### config.mk
export PLATFORM = sky130hd
export DESIGN_NAME = dual_ctl_port
export DESIGN_NICKNAME = d
export VERILOG_FILES = /design/src/rtl/dcp_pkg.sv /design/src/rtl/dcp_sync.sv /design/src/rtl/dcp_regbank.sv /design/src/rtl/dcp_twowire.sv /design/src/rtl/dcp_threewire.sv /design/src/rtl/dual_ctl_port.sv
export SDC_FILE = /design/constraint.sdc
export NUM_CORES = 1
export LEC_CHECK = 0
export ABC_AREA = 1
export BUFFER_PORTS_ARGS = -buffer_cell sky130_fd_sc_hd__buf_2
export CAP_MARGIN = 20
export CORE_ASPECT_RATIO = 0.5
export CORE_MARGIN = 5
export CORE_UTILIZATION = 58
export CTS_CLUSTER_DIAMETER = 120
export CTS_CLUSTER_SIZE = 8
export DETAILED_ROUTE_END_ITERATION = 12
export GPL_TIMING_DRIVEN = 0
export PLACE_DENSITY = 0.78
export REMOVE_ABC_BUFFERS = 1
export SLEW_MARGIN = 20
export SYNTH_ARGS = -nofsm -noshare
export SYNTH_HDL_FRONTEND = slang
export SYNTH_SLANG_ARGS = --single-unit
### constraint.sdc
create_clock -name clk -period 2.9 [get_ports clk]
set_clock_uncertainty 0.15 [all_clocks]
set_input_delay 0.29 -clock clk [delete_from_list [all_inputs] [get_ports clk]]
set_output_delay 0.29 -clock clk [all_outputs]
set_load 0.02 [all_outputs]
### src/rtl/dcp_pkg.sv
package dcp_pkg;
  typedef enum logic [3:0] {
    TW_IDLE, TW_ADDR, TW_AACK, TW_PTR, TW_PACK,
    TW_WDAT, TW_WACK, TW_TX, TW_RACK
  } tw_state_t;
endpackage

### src/rtl/dcp_sync.sv
module dcp_sync #(
  parameter int W = 1,
  parameter int STAGES = 2
) (
  input  logic         clk,
  input  logic         rst_n,
  input  logic [W-1:0] d,
  output logic [W-1:0] q
);
  logic [W-1:0] stg [STAGES];
  always_ff @(posedge clk or negedge rst_n) begin
    if (!rst_n) begin
      for (int i = 0; i < STAGES; i++) stg[i] <= '0;
    end else begin
      stg[0] <= d;
      for (int i = 1; i < STAGES; i++) stg[i] <= stg[i-1];
    end
  end
  assign q = stg[STAGES-1];
endmodule

### src/rtl/dcp_regbank.sv
module dcp_regbank #(
  parameter int NREG = 4,
  parameter logic [7:0] RST_BASE = 8'hA0
) (
  input  logic            clk,
  input  logic            rst_n,
  input  logic            ptr_we,
  input  logic            wr_en,
  input  logic            adv,
  input  logic [7:0]      din,
  output logic [7:0]      rdata,
  output logic [NREG*8-1:0] regs_o
);
  localparam logic [6:0] LAST = 7'(NREG - 1);
  logic [6:0] ptr;
  logic       incr;
  logic [6:0] ptr_nx;
  assign ptr_nx = (ptr >= LAST) ? 7'd0 : ptr + 7'd1;

  always_ff @(posedge clk or negedge rst_n) begin
    if (!rst_n) begin
      ptr  <= '0;
      incr <= 1'b0;
    end else if (ptr_we) begin
      ptr  <= din[6:0];
      incr <= din[7];
    end else if ((wr_en || adv) && incr) begin
      ptr <= ptr_nx;
    end
  end

  for (genvar g = 0; g < NREG; g++) begin : g_reg
    logic [7:0] r;
    always_ff @(posedge clk or negedge rst_n) begin
      if (!rst_n) r <= RST_BASE + 8'(g);
      else if (wr_en && ptr == 7'(g)) r <= din;
    end
    assign regs_o[g*8 +: 8] = r;
  end

  always_comb begin
    rdata = 8'h00;
    for (int i = 0; i < NREG; i++)
      if (ptr == 7'(i)) rdata = regs_o[i*8 +: 8];
  end
endmodule

### src/rtl/dcp_twowire.sv
module dcp_twowire
  import dcp_pkg::*;
#(
  parameter logic [5:0] DEV_ID = 6'b001000
) (
  input  logic       clk,
  input  logic       rst_n,
  input  logic       en,
  input  logic       scl,
  input  logic       sda,
  input  logic       strap,
  input  logic [7:0] rdata,
  output logic       sda_oe,
  output logic       ptr_we,
  output logic       wr_en,
  output logic       adv,
  output logic [7:0] byte_o
);
  tw_state_t st;
  logic scl_q, sda_q, rw, mack;
  logic [3:0] cnt;
  logic [7:0] sh, txsh;
  logic scl_rise, scl_fall, start_c, stop_c;

  assign scl_rise = scl & ~scl_q;
  assign scl_fall = ~scl & scl_q;
  assign start_c  = scl & scl_q & sda_q & ~sda;
  assign stop_c   = scl & scl_q & ~sda_q & sda;
  assign byte_o   = sh;

  always_ff @(posedge clk or negedge rst_n) begin
    if (!rst_n) begin
      st <= TW_IDLE; scl_q <= 1'b0; sda_q <= 1'b0; rw <= 1'b0; mack <= 1'b0;
      cnt <= '0; sh <= '0; txsh <= '0; sda_oe <= 1'b0;
      ptr_we <= 1'b0; wr_en <= 1'b0; adv <= 1'b0;
    end else begin
      scl_q <= scl; sda_q <= sda;
      ptr_we <= 1'b0; wr_en <= 1'b0; adv <= 1'b0;
      if (!en) begin
        st <= TW_IDLE; sda_oe <= 1'b0;
      end else if (start_c) begin
        st <= TW_ADDR; cnt <= '0; sda_oe <= 1'b0;
      end else if (stop_c) begin
        st <= TW_IDLE; sda_oe <= 1'b0;
      end else begin
        case (st)
          TW_ADDR, TW_PTR, TW_WDAT: begin
            if (scl_rise && cnt < 4'd8) begin
              sh <= {sh[6:0], sda}; cnt <= cnt + 4'd1;
            end else if (scl_fall && cnt == 4'd8) begin
              cnt <= '0;
              if (st == TW_ADDR) begin
                if (sh[7:2] == DEV_ID && sh[1] == strap) begin
                  rw <= sh[0]; sda_oe <= 1'b1; st <= TW_AACK;
                end else st <= TW_IDLE;
              end else if (st == TW_PTR) begin
                ptr_we <= 1'b1; sda_oe <= 1'b1; st <= TW_PACK;
              end else begin
                wr_en <= 1'b1; sda_oe <= 1'b1; st <= TW_WACK;
              end
            end
          end
          TW_AACK, TW_RACK: begin
            if (scl_rise) mack <= ~sda;
            if (scl_fall) begin
              if ((st == TW_AACK && rw) || (st == TW_RACK && mack)) begin
                txsh <= rdata; sda_oe <= ~rdata[7]; adv <= 1'b1;
                cnt <= '0; st <= TW_TX;
              end else begin
                sda_oe <= 1'b0;
                st <= (st == TW_AACK) ? TW_PTR : TW_IDLE;
              end
            end
          end
          TW_PACK, TW_WACK: if (scl_fall) begin
            sda_oe <= 1'b0; st <= TW_WDAT;
          end
          TW_TX: begin
            if (scl_rise) cnt <= cnt + 4'd1;
            else if (scl_fall) begin
              if (cnt == 4'd8) begin
                sda_oe <= 1'b0; st <= TW_RACK;
              end else begin
                txsh <= {txsh[6:0], 1'b0}; sda_oe <= ~txsh[6];
              end
            end
          end
          default: st <= TW_IDLE;
        endcase
      end
    end
  end
endmodule

### src/rtl/dcp_threewire.sv
module dcp_threewire #(
  parameter logic [5:0] DEV_ID = 6'b001000
) (
  input  logic       clk,
  input  logic       rst_n,
  input  logic       en,
  input  logic       cs_n,
  input  logic       cclk,
  input  logic       cdin,
  output logic       ptr_we,
  output logic       wr_en,
  output logic [7:0] byte_o
);
  localparam logic [7:0] CHIP_BYTE = {DEV_ID, 2'b00};
  logic cclk_q, drop;
  logic [2:0] cnt;
  logic [1:0] nb;
  logic [7:0] sh, nxt;

  assign nxt    = {sh[6:0], cdin};
  assign byte_o = sh;

  always_ff @(posedge clk or negedge rst_n) begin
    if (!rst_n) begin
      cclk_q <= 1'b0; drop <= 1'b0; cnt <= '0; nb <= '0; sh <= '0;
      ptr_we <= 1'b0; wr_en <= 1'b0;
    end else begin
      cclk_q <= cclk;
      ptr_we <= 1'b0; wr_en <= 1'b0;
      if (!en || cs_n) begin
        cnt <= '0; nb <= '0; drop <= 1'b0;
      end else if (cclk && !cclk_q) begin
        sh  <= nxt;
        cnt <= cnt + 3'd1;
        if (cnt == 3'd7) begin
          if (!drop) begin
            case (nb)
              2'd0:    drop   <= (nxt != CHIP_BYTE);
              2'd1:    ptr_we <= 1'b1;
              default: wr_en  <= 1'b1;
            endcase
          end
          if (nb != 2'd2) nb <= nb + 2'd1;
        end
      end
    end
  end
endmodule

### src/rtl/dual_ctl_port.sv
module dual_ctl_port #(
  parameter int NREG = 4,
  parameter logic [7:0] RST_BASE = 8'hA0,
  parameter logic [5:0] DEV_ID = 6'b001000
) (
  input  logic              clk,
  input  logic              rst_n,
  input  logic              scl_i,
  input  logic              sda_i,
  output logic              sda_oe,
  input  logic              sel_i,
  input  logic              cclk_i,
  input  logic              cdin_i,
  output logic              spi_mode_o,
  output logic [NREG*8-1:0] regs_o
);
  logic scl_s, sda_s, sel_s, cclk_s, cdin_s, sel_q;
  logic i_ptr, i_wr, i_adv, s_ptr, s_wr, ptr_we, wr_en;
  logic [7:0] i_byte, s_byte, din, rdata;

  dcp_sync #(.W(5), .STAGES(2)) u_sync (
    .clk(clk), .rst_n(rst_n),
    .d({scl_i, sda_i, sel_i, cclk_i, cdin_i}),
    .q({scl_s, sda_s, sel_s, cclk_s, cdin_s})
  );

  always_ff @(posedge clk or negedge rst_n) begin
    if (!rst_n) begin
      sel_q <= 1'b0; spi_mode_o <= 1'b0;
    end else begin
      sel_q <= sel_s;
      if (sel_q && !sel_s) spi_mode_o <= 1'b1;
    end
  end

  dcp_twowire #(.DEV_ID(DEV_ID)) u_tw (
    .clk(clk), .rst_n(rst_n), .en(!spi_mode_o), .scl(scl_s), .sda(sda_s),
    .strap(sel_s), .rdata(rdata), .sda_oe(sda_oe), .ptr_we(i_ptr),
    .wr_en(i_wr), .adv(i_adv), .byte_o(i_byte)
  );

  dcp_threewire #(.DEV_ID(DEV_ID)) u_3w (
    .clk(clk), .rst_n(rst_n), .en(spi_mode_o), .cs_n(sel_s), .cclk(cclk_s),
    .cdin(cdin_s), .ptr_we(s_ptr), .wr_en(s_wr), .byte_o(s_byte)
  );

  assign ptr_we = spi_mode_o ? s_ptr : i_ptr;
  assign wr_en  = spi_mode_o ? s_wr : i_wr;
  assign din    = spi_mode_o ? s_byte : i_byte;

  dcp_regbank #(.NREG(NREG), .RST_BASE(RST_BASE)) u_bank (
    .clk(clk), .rst_n(rst_n), .ptr_we(ptr_we), .wr_en(wr_en),
    .adv(i_adv & ~spi_mode_o), .din(din), .rdata(rdata), .regs_o(regs_o)
  );
endmodule

==> results.cfg <==
[power]
power_leakage_nw = 2.77
p_clk_frac = 0.384
pwr-share-seq = 0.492
max-vdd-ir-drop_mv = 0.333
power_density_nw_per_um2 = 563
combPwrFrac = 0.124
p_switching_mw = 0.844
internal_power_mw = 2.30
sw_frac_of_total = 0.268
power_mw = 3.15

[synthesis]
yosysSeqAreaShare = 0.511
ys_warn_count = 0
synthDistinctLibCells = 34
synth_seq_cells = 100
syn_inst = 586
synth_top_area_share = 0.447
synth_area_leader_cell = dfrtp_1
ys_top_cells_by_area = dfrtp_1 45%, nand2_1 11%, dfstp_2 6.4%
syn_area_per_cell_sq_um = 8.40
synth_area_sq_um = 4920

[clock_network]
clk_pin_slew_ns = 0.07
cts_resized = 0
cts-root-buf = clkbuf_16
cts_sinks = 100
cts_buffers = 9
cts_buffer_depth = 2
cts-htree-levels = 3
clk_latency_ns = 0.34
cts_tree = built

[layout]
final_util = 0.686
antenna-diode-count = 0
final_nets = 650
num-fill-cells = 655
final_cells = 749
design_area_sq_um = 5590
drive_gt1_frac = 0.148
area_delta_synth_final_pct = 13.5

[hold_path]
holdPathEnd = u_sync.q[3]
min-delay-start = u_sync.stg[8]
min_path_cells = 0
holdCritPathClass = reg2reg

[floorplanning]
core_sq_um = 8140
die_w_um = 140
pin_count = 41
die_y_um = 75.2
die_area_sq_um = 10500
initial_core_util = 0.605
placementRows = 23

[worst_setup_path]
path_class = reg2reg
timing.rr.end = u_tw.txsh[6]
r2r_start = u_tw.st[3]
critPathRequiredTime_ns = 3.03
arrival_ns = 2.65
reg2reg_depth = 7
start_kind = register
r2r_slack_ns = 0.38
endpoint_kind = register
path_max_fanout = 13

[drt]
vias = 4141
drtAntennaViolNets = 0
vias_per_cell = 5.53
dr.pass1.iters = 7
routedWlPerCell_um = 15.2
drt_iter0_markers = 419
drcViolationCount = 0
routed_wl_um = 11400

[run_status]
status = completed

[global_routing]
antenna_found_initial = 0
grt_pass1_wl_um = 18900
grt_start_max_net_pins = 77
grt_usage = 0.226
grt_overflow = 0
grt_pass1_vias = 3856

[sta]
postLayoutSetupSlackWorst_ns = 0.381
rsz0062_at_grt = false
period_minus_slack_ns = 2.52
whs_ns = 0.197
finalSetupTns_ns = 0
hold_violations = 0
final-setup-viol-count = 0
fin_crit_sh = 0.869
slew_viol_final = 0
max_slew_margin = 0.394
worst_pin_slew_ns = 0.899
fmax_ghz = 0.397

[placed_design]
dp_worst_setup_slack_ns = 0.179
postPlaceCellArea_sq_um = 5230
port_buffers = 40
dpl.hpwl_um = 7820
place.gp.congestion = 0.899
dp_cells = 726

[job]
maxCapViolations = 0
-- synthesized netlist by cell type --
master	count
nand2_1	138
dfrtp_1	88
inv_1	64
nor2_1	60
nand3_1	37
o21ai_0	37
a21oi_1	34
o21ai_1	24
dfstp_2	12
ha_1	11
nand4_1	11
o211ai_1	9
nor2_2	8
mux2_1	6
buf_4	5
nor2_4	5
buf_2	4
clkbuf_1	4
mux2_2	4
nand2_2	4
nor4_1	4
nor3_1	3
inv_2	2
o22ai_1	2
nand3b_1	1
nor3_4	1
nor3b_1	1
o2111ai_1	1
o2111ai_2	1
o21ai_4	1
o311ai_2	1
or2_1	1
xnor2_1	1
xor2_1	1
-- power groups by stage --
stage | registers, mW | logic (mW) | clock network [mW]
3_5_place_dp | 1.57 | 0.381 | 0
5_1_grt | 1.56 | 0.433 | 1.28
4_1_cts | 1.55 | 0.390 | 1.22
3_3_place_gp | 1.57 | 0.368 | 0
6_report | 1.55 | 0.390 | 1.21
2_1_floorplan | 1.59 | 0.198 | 0
-- kinds of logic (layout without fill, tap and decap cells) --
logic type	Yosys count	in the layout	synth area share
and+or+nand+nor	274	275	0.245
AOI/OAI and AO/OA	110	110	0.124
DFF	100	100	0.511
buffers and inverters	79	129	0.0651
adders and majority gates	11	11	0.0280
muxes	10	10	0.0229
xor gates and xnor gates	2	2	0.00356
-- flip-flops by register name, summed over array words and instances (netlist names), 2 cells and up --
signal / cells
u_tw.st: 4
u_bank.g.r: 32
u_3w.byte_o: 8
u_tw.cnt: 4
u_3w.cnt: 3
u_bank.ptr: 7
u_sync.stg: 5
u_tw.byte_o: 8
u_tw.txsh: 7
u_3w.nb: 2
u_sync.q: 5
-- layout make-up --
type / instances / area, sq um / share of cell area
sequential: 100 / 2520 / 0.451
timing repair buffer: 47 / 294 / 0.0526
inverter: 66 / 248 / 0.0443
multi-input combinational: 408 / 2090 / 0.374
clock inverter: 4 / 48.8 / 0.00873
clock buffer: 12 / 246 / 0.0441
tap: 112 / 140 / 0.0251
-- per-layer routing --
metal,track usage,part of all wire
met3,0.0577,0.073
met5,0,0
met4,0.0634,0.014
met1,0.315,0.47
met2,0.358,0.45
-- critical path, cell delays in order (launching register included) --
cell	delay, ns
dfrtp_1	0.44
inv_1	0.20
nand4_1	0.52
nand3_1	0.43
o2111ai_2	0.38
nor2_1	0.21
nand2_1	0.08
nand2_1	0.07
-- repair_timing --
item / 4_1_cts / 5_1_grt
hold buffers: 6 / 0
endpoints found under the setup margin: 0 / 7
setup buffers: 0 / 0
hold endpoints to repair: 29 / 0
-- cells in the final DEF (no fill, tap or decap), types with 2 or more instances in the layout --
master         instances
nand2_1              138
dfrtp_1               88
inv_1                 64
nor2_1                60
buf_2                 39
nand3_1               37
o21ai_0               37
a21oi_1               34
o21ai_1               24
nand4_1               12
dfstp_2               12
ha_1                  11
o211ai_1               9
clkbuf_16              9
nor2_2                 8
mux2_1                 6
dlygate4sd3_1          6
nor2_4                 5
nor4_1                 4
nand2_2                4
mux2_2                 4
nor3_1                 3
inv_2                  2
o22ai_1                2
clkinv_2               2
clkbuf_1               2
-- how the worst max path moves through the flow --
| stage | startpoint | end | slack [ns] | cells after the start |
|---|---|---|---|---|
| global placement | u_tw.st[1] | u_tw.txsh[6] | 0.16 | 6 |
| finish | u_tw.st[3] | u_tw.txsh[6] | 0.38 | 7 |
| detailed placement | u_tw.st[1] | u_tw.txsh[5] | 0.18 | 6 |
| global route | u_tw.st[3] | u_tw.txsh[2] | 0.12 | 7 |
| CTS | u_tw.st[1] | u_tw.txsh[1] | 0.15 | 6 |
| floorplan | spi_mode_o | u_bank.g_reg[2].r[0] | 0.73 | 5 |
(Power assumes the default switching activity.)
